## src/rtl/pgwalk_pkg.sv

```systemverilog
package pgwalk_pkg;
  // Entry flag positions (decoded by software that builds the tables)
  localparam int unsigned FL_PRESENT = 0;
  localparam int unsigned FL_WRITE   = 1;
  localparam int unsigned FL_USER    = 2;
  localparam int unsigned FL_ACCESS  = 5;
  localparam int unsigned FL_DIRTY   = 6;
  localparam int unsigned FL_LARGE   = 7;

  localparam int unsigned LEVELS = 2;

  typedef enum logic [2:0] {
    ST_IDLE,
    ST_DIR_RD,
    ST_DIR_WB,
    ST_TBL_RD,
    ST_TBL_WB
  } walk_state_e;
endpackage

```

## src/rtl/pgwalk_entry_eval.sv

```systemverilog
module pgwalk_entry_eval
  import pgwalk_pkg::*;
#(
  parameter int DW = 32
) (
  input  logic [DW-1:0] entry,
  input  logic          is_write,
  input  logic          is_user,
  input  logic          mark_dirty,
  output logic          fault,
  output logic [DW-1:0] upd,
  output logic          need_wb
);
  always_comb begin
    fault = !entry[FL_PRESENT]
          | (is_write & !entry[FL_WRITE])
          | (is_user  & !entry[FL_USER]);
    upd = entry;
    upd[FL_ACCESS] = 1'b1;
    if (mark_dirty) upd[FL_DIRTY] = 1'b1;
    need_wb = (upd != entry);
  end
endmodule

```

## src/rtl/pgwalk_addr_gen.sv

```systemverilog
module pgwalk_addr_gen #(
  parameter int ADDR_W = 32,
  parameter int IDX_W  = 10,
  parameter int OFF_W  = 12
) (
  input  logic [ADDR_W-OFF_W-1:0] dir_base,
  input  logic [ADDR_W-1:0]       laddr,
  input  logic [ADDR_W-OFF_W-1:0] ent_frm,
  output logic [ADDR_W-1:0]       dir_ea,
  output logic [ADDR_W-1:0]       tbl_ea,
  output logic [ADDR_W-1:0]       pa_small,
  output logic [ADDR_W-1:0]       pa_large
);
  // Entries are 4 bytes, so an index shifted by two spans one frame.
  localparam int LG_W = OFF_W + IDX_W;
  localparam int FRM_W = ADDR_W - OFF_W;

  assign dir_ea   = {dir_base, laddr[ADDR_W-1 -: IDX_W], 2'b00};
  assign tbl_ea   = {ent_frm, laddr[LG_W-1:OFF_W], 2'b00};
  assign pa_small = {ent_frm, laddr[OFF_W-1:0]};
  assign pa_large = {ent_frm[FRM_W-1:IDX_W], laddr[LG_W-1:0]};
endmodule

```

## src/rtl/pgwalk_top.sv

```systemverilog
module pgwalk_top
  import pgwalk_pkg::*;
#(
  parameter int ADDR_W = 32,
  parameter int IDX_W  = 10,
  parameter int OFF_W  = 12
) (
  input  logic                    clk,
  input  logic                    rst,
  input  logic                    cfg_xlate_en,
  input  logic                    cfg_large_en,
  input  logic [ADDR_W-OFF_W-1:0] cfg_dir_base,
  input  logic                    req_valid,
  output logic                    req_ready,
  input  logic [ADDR_W-1:0]       req_laddr,
  input  logic                    req_write,
  input  logic                    req_user,
  output logic                    resp_valid,
  output logic [ADDR_W-1:0]       resp_paddr,
  output logic                    resp_fault,
  output logic                    page_fault,
  output logic [ADDR_W-1:0]       fault_addr,
  output logic                    mem_req,
  output logic                    mem_we,
  output logic [ADDR_W-1:0]       mem_addr,
  output logic [ADDR_W-1:0]       mem_wdata,
  input  logic                    mem_ack,
  input  logic [ADDR_W-1:0]       mem_rdata
);
  localparam int FRM_W = ADDR_W - OFF_W;

  walk_state_e       state;
  logic [ADDR_W-1:0] laddr_q, hold_q;
  logic              wr_q, usr_q, large_q;

  logic [ADDR_W-1:0] walk_la, dir_ea, tbl_ea, pa_small, pa_large;
  logic              lg_hit;
  logic [LEVELS-1:0] lv_dirty, lv_fault, lv_wb;
  logic [ADDR_W-1:0] lv_upd [LEVELS];

  assign req_ready = (state == ST_IDLE);
  assign walk_la   = (state == ST_IDLE) ? req_laddr : laddr_q;
  assign lg_hit    = cfg_large_en & mem_rdata[FL_LARGE];

  pgwalk_addr_gen #(.ADDR_W(ADDR_W), .IDX_W(IDX_W), .OFF_W(OFF_W)) u_addr (
    .dir_base (cfg_dir_base),
    .laddr    (walk_la),
    .ent_frm  (mem_rdata[ADDR_W-1 -: FRM_W]),
    .dir_ea   (dir_ea),
    .tbl_ea   (tbl_ea),
    .pa_small (pa_small),
    .pa_large (pa_large)
  );

  // Level 0 is the directory (leaf only for a large mapping), level 1 the table.
  assign lv_dirty[0] = wr_q & lg_hit;
  assign lv_dirty[1] = wr_q;

  for (genvar g = 0; g < LEVELS; g++) begin : g_lvl
    pgwalk_entry_eval #(.DW(ADDR_W)) u_eval (
      .entry      (mem_rdata),
      .is_write   (wr_q),
      .is_user    (usr_q),
      .mark_dirty (lv_dirty[g]),
      .fault      (lv_fault[g]),
      .upd        (lv_upd[g]),
      .need_wb    (lv_wb[g])
    );
  end

  always_ff @(posedge clk) begin
    if (rst) begin
      state      <= ST_IDLE;
      laddr_q    <= '0;
      hold_q     <= '0;
      wr_q       <= 1'b0;
      usr_q      <= 1'b0;
      large_q    <= 1'b0;
      resp_valid <= 1'b0;
      resp_paddr <= '0;
      resp_fault <= 1'b0;
      page_fault <= 1'b0;
      fault_addr <= '0;
      mem_req    <= 1'b0;
      mem_we     <= 1'b0;
      mem_addr   <= '0;
      mem_wdata  <= '0;
    end else begin
      resp_valid <= 1'b0;
      page_fault <= 1'b0;
      unique case (state)
        ST_IDLE: if (req_valid) begin
          laddr_q <= req_laddr;
          wr_q    <= req_write;
          usr_q   <= req_user;
          if (!cfg_xlate_en) begin
            resp_valid <= 1'b1;
            resp_fault <= 1'b0;
            resp_paddr <= req_laddr;
          end else begin
            mem_req  <= 1'b1;
            mem_we   <= 1'b0;
            mem_addr <= dir_ea;
            state    <= ST_DIR_RD;
          end
        end
        ST_DIR_RD: if (mem_ack) begin
          if (lv_fault[0]) begin
            mem_req    <= 1'b0;
            resp_valid <= 1'b1;
            resp_fault <= 1'b1;
            resp_paddr <= '0;
            page_fault <= 1'b1;
            fault_addr <= laddr_q;
            state      <= ST_IDLE;
          end else begin
            large_q <= lg_hit;
            hold_q  <= lg_hit ? pa_large : tbl_ea;
            if (lv_wb[0]) begin
              mem_we    <= 1'b1;
              mem_wdata <= lv_upd[0];
              state     <= ST_DIR_WB;
            end else if (lg_hit) begin
              mem_req    <= 1'b0;
              resp_valid <= 1'b1;
              resp_fault <= 1'b0;
              resp_paddr <= pa_large;
              state      <= ST_IDLE;
            end else begin
              mem_addr <= tbl_ea;
              state    <= ST_TBL_RD;
            end
          end
        end
        ST_DIR_WB: if (mem_ack) begin
          mem_we <= 1'b0;
          if (large_q) begin
            mem_req    <= 1'b0;
            resp_valid <= 1'b1;
            resp_fault <= 1'b0;
            resp_paddr <= hold_q;
            state      <= ST_IDLE;
          end else begin
            mem_addr <= hold_q;
            state    <= ST_TBL_RD;
          end
        end
        ST_TBL_RD: if (mem_ack) begin
          if (lv_fault[1]) begin
            mem_req    <= 1'b0;
            resp_valid <= 1'b1;
            resp_fault <= 1'b1;
            resp_paddr <= '0;
            page_fault <= 1'b1;
            fault_addr <= laddr_q;
            state      <= ST_IDLE;
          end else if (lv_wb[1]) begin
            hold_q    <= pa_small;
            mem_we    <= 1'b1;
            mem_wdata <= lv_upd[1];
            state     <= ST_TBL_WB;
          end else begin
            mem_req    <= 1'b0;
            resp_valid <= 1'b1;
            resp_fault <= 1'b0;
            resp_paddr <= pa_small;
            state      <= ST_IDLE;
          end
        end
        ST_TBL_WB: if (mem_ack) begin
          mem_req    <= 1'b0;
          mem_we     <= 1'b0;
          resp_valid <= 1'b1;
          resp_fault <= 1'b0;
          resp_paddr <= hold_q;
          state      <= ST_IDLE;
        end
        default: state <= ST_IDLE;
      endcase
    end
  end
endmodule

```

## config.mk

```make
export PLATFORM = sky130hd
export DESIGN_NAME = pgwalk_top
export DESIGN_NICKNAME = d
export VERILOG_FILES = /design/src/rtl/pgwalk_pkg.sv /design/src/rtl/pgwalk_entry_eval.sv /design/src/rtl/pgwalk_addr_gen.sv /design/src/rtl/pgwalk_top.sv
export SDC_FILE = /design/constraint.sdc
export NUM_CORES = 1
export LEC_CHECK = 0
export BUFFER_PORTS_ARGS = -buffer_cell sky130_fd_sc_hd__buf_2
export CAP_MARGIN = 30
export CORE_UTILIZATION = 40
export DETAILED_ROUTE_END_ITERATION = 7
export MAX_ROUTING_LAYER = met4
export SYNTH_ARGS = -nofsm -noshare
export SYNTH_HDL_FRONTEND = slang
export SYNTH_HIERARCHICAL = 1
export SYNTH_SLANG_ARGS = --single-unit
```

## constraint.sdc

```tcl
create_clock -name clk -period 5.33 [get_ports clk]
set_clock_uncertainty 0.15 [all_clocks]
set_input_delay 1.066 -clock clk [delete_from_list [all_inputs] [get_ports clk]]
set_output_delay 1.066 -clock clk [all_outputs]
set_load 0.01 [all_outputs]
```

==> impl_metrics.ini <==
[floorplanning]
core_region_area_um2 = 28700
die-area_um2 = 29920
std_cell_rows = 62
die_h_um = 173.0
initial_core_util_pct = 40.73
die_x_um = 173.0
design.portCount = 226

[synth]
synth_largest_area_cell = sky130_fd_sc_hd__dfxtp_1
yosys.cell_count.top_type = sky130_fd_sc_hd__nand2_1
synth-warning-count = 6
synth_area_leaders = sky130_fd_sc_hd__dfxtp_1, sky130_fd_sc_hd__buf_4, sky130_fd_sc_hd__nand2_1
synth_common_cells = sky130_fd_sc_hd__nand2_1, sky130_fd_sc_hd__dfxtp_1, sky130_fd_sc_hd__buf_4
post_synth_inst_count = 1547
post_synthesis_sequential_area_ratio_pct = 34.76
post_synth.cell_area_avg_um2 = 7.557
synth_largest_type_area_fraction_pct = 34.76
synth_enable_flop_cells = 0
mappedNetlistArea_um2 = 11690
postSynth.asyncResetShare_pct = 0
synth-seq-cells = 203
synth_cell_type_count = 55
synth_ff_type = sky130_fd_sc_hd__dfxtp_1

[run_status]
outcome = completed

[sta]
grt_setup_unrepaired = false
fin_crit_ns = 3.895
maxSlewHeadroom_pct = 29.83
holdWs_ns = 0.3023
crit_share_post_route_pct = 73.07
fmax_mhz = 256.7
finalMaxSlewViolations = 0
final_hold_viol_count = 0
setup-tns-final_ns = 0
setup_viol_count_final = 0
worst_slew_pin_slew_ns = 1.052

[worst_setup_path]
regToRegSetupSlack_ns = 2.05
r2r_end = mem_addr[8]
rr_worst_depth = 6
setup.worst_path.start_class = input pin
cp.required_ns = 5.63
endpoint_kind = register
critPathArrivalTime_ns = 4.20
rr_startpoint = state[0]
crit_fanout = 37
worst-setup-path-type = in -> reg

[placed_design]
io_buffer_count = 225
detailed_place_hpwl_mm = 25.46
gp_congestion = 0.8877

[cts]
clock_insertion_delay_worst_skew_ns = 0.53
tritoncts = built
tritoncts_num_sinks = 203
post_cts_buffers = 0
clock_tree.htree_level_count = 1
clock-root-buffer = sky130_fd_sc_hd__clkbuf_16
postCtsHoldBufs = 0
worst_setup_hold_path_clk_slew_ns = 0.06
cts_inserted_buffers = 25
clockBufferDepth = 3
cts_resized = 0

[finish]
drive_gt1_share_pct = 22.39
nNetsFinal = 1597
fillerInstances = 2995
area_growth_syn_to_layout_pct = 6.293

[hold_path]
min_to = fault_addr[30]
hold_path.class = reg -> reg
start_point_of_the_worst_hold_path = fault_addr[30]
hold-path-cell-count = 2

[power_and_ir_drop]
power_per_cell_area_nw_per_um2 = 423.8
p_total_mw = 5.267
power_leakage_nw = 4.899
ir_worst_vdd_v = 0.0002862

[detailed_routing]
route.detailed.wl_per_inst_um = 19.88
drc = 0
via_count = 10740
drt_pass1_iterations = 5
drt-vias-per-instance = 5.630
drt_iter0_markers = 1256
drt.antenna.violating_nets = 0
routed_wirelength_mm = 37.94

[global_routing]
grt_antenna_before_repair = 1
first_global_vias = 9770
gr-total-overflow = 0
grt_pass1_wl_mm = 58.00
grt_max_degree = 107
overall_global_routing_usage_pct = 25.12

[flow_run]
max_cap_violations = 0
-- report_power, final --
part,switching [mW],internal (mW),total [mW]
combinational,1.13,0.633,1.76
clock,0.696,0.923,1.62
sequential,0.173,1.71,1.88
-- cell families after synthesis --
kind of cell | Yosys count | synth area share, %
compound gates | 376 | 22.06
mux | 67 | 6.079
simple gates | 559 | 19.80
buf+inv | 337 | 17.06
other cells | 3 | 0.09631
xor+xnor | 2 | 0.1499
flops | 203 | 34.76
-- state kept, by name, summed over array words and instances, names as in the netlist --
| signal | cells |
|---|---|
| mem_addr | 32 |
| resp_paddr | 32 |
| resp_valid | 1 |
| hold_q | 32 |
| fault_addr | 32 |
| large_q | 1 |
| page_fault | 1 |
| wr_q | 1 |
| mem_wdata | 32 |
| mem_req | 1 |
| laddr_q | 32 |
| mem_we | 1 |
| state | 3 |
| resp_fault | 1 |
| usr_q | 1 |
-- critical path: stages --
cell                       delay, ns
sky130_fd_sc_hd__buf_2          0.35
sky130_fd_sc_hd__and3_1         0.33
sky130_fd_sc_hd__inv_1          0.05
sky130_fd_sc_hd__o21ai_1        0.11
sky130_fd_sc_hd__nand3b_1       0.22
sky130_fd_sc_hd__a222oi_1       0.49
sky130_fd_sc_hd__nand3_2        0.66
sky130_fd_sc_hd__buf_4          0.46
sky130_fd_sc_hd__a311o_1        0.28
sky130_fd_sc_hd__a21oi_1        0.15
-- how the worst max path moves through the flow --
stage                       from             end
floorplan           cfg_large_en   resp_paddr[6]
global placement    cfg_large_en  resp_paddr[22]
detailed placement  cfg_large_en  resp_paddr[30]
CTS                 cfg_large_en  resp_paddr[30]
global route        cfg_large_en  resp_paddr[18]
finish              cfg_large_en  resp_paddr[30]
-- layout by cell type, fill, tap and decap left out, types with 4 or more instances in the layout --
cell	n
sky130_fd_sc_hd__nand2_1	311
sky130_fd_sc_hd__clkbuf_8	4
sky130_fd_sc_hd__clkbuf_16	25
sky130_fd_sc_hd__a311o_1	11
sky130_fd_sc_hd__dfxtp_1	200
sky130_fd_sc_hd__a311oi_1	65
sky130_fd_sc_hd__nor2b_1	5
sky130_fd_sc_hd__a221o_1	21
sky130_fd_sc_hd__nor2_2	4
sky130_fd_sc_hd__conb_1	6
sky130_fd_sc_hd__o211ai_1	33
sky130_fd_sc_hd__buf_2	224
sky130_fd_sc_hd__clkbuf_1	7
sky130_fd_sc_hd__buf_4	25
sky130_fd_sc_hd__nor2_1	113
sky130_fd_sc_hd__a22oi_1	44
sky130_fd_sc_hd__a31oi_1	17
sky130_fd_sc_hd__a21oi_1	155
sky130_fd_sc_hd__inv_1	13
sky130_fd_sc_hd__mux2_2	32
sky130_fd_sc_hd__clkinv_2	5
sky130_fd_sc_hd__a221oi_1	4
sky130_fd_sc_hd__o21ai_0	4
sky130_fd_sc_hd__nand3_1	97
sky130_fd_sc_hd__nor3_1	5
sky130_fd_sc_hd__o21ai_1	4
sky130_fd_sc_hd__mux2i_1	35
-- layer usage --
metal | vias to the layer above | GRT usage (%) | routed length, um
met4 | 0 | 9.255 | 1291
met3 | 63 | 4.200 | 3065
li1 | 5152 | - | -
met5 | - | - | 0
met2 | 488 | 37.25 | 16780
met1 | 5039 | 34.13 | 16790
-- metrics by stage --
step / worst slack (ns) / area [um2] / utilization (%) / cells
2_1_floorplan: 1.970 / 11700 / - / 1550
3_3_place_gp: 1.030 / 11630 / 40.52 / 1861
3_5_place_dp: 0.9380 / 11660 / 40.62 / 1862
4_1_cts: 1.483 / 12420 / 43.29 / 1907
5_1_grt: 1.157 / 12430 / 43.30 / 1908
6_report: 1.435 / 12430 / 43.30 / 1908
-- layout make-up --
class,instances,area (um2),area share [%]
Tap cell,384,480.5,3.866
Clock buffer,36,706.9,5.689
Multi-Input combinational cell,1010,5708,45.93
Sequential cell,203,4070,32.75
Inverter,14,52.55,0.4229
Timing Repair Buffer,251,1348,10.84
Antenna cell,1,2.502,0.02014
Clock inverter,9,58.81,0.4732
(Power assumes the default switching activity.)
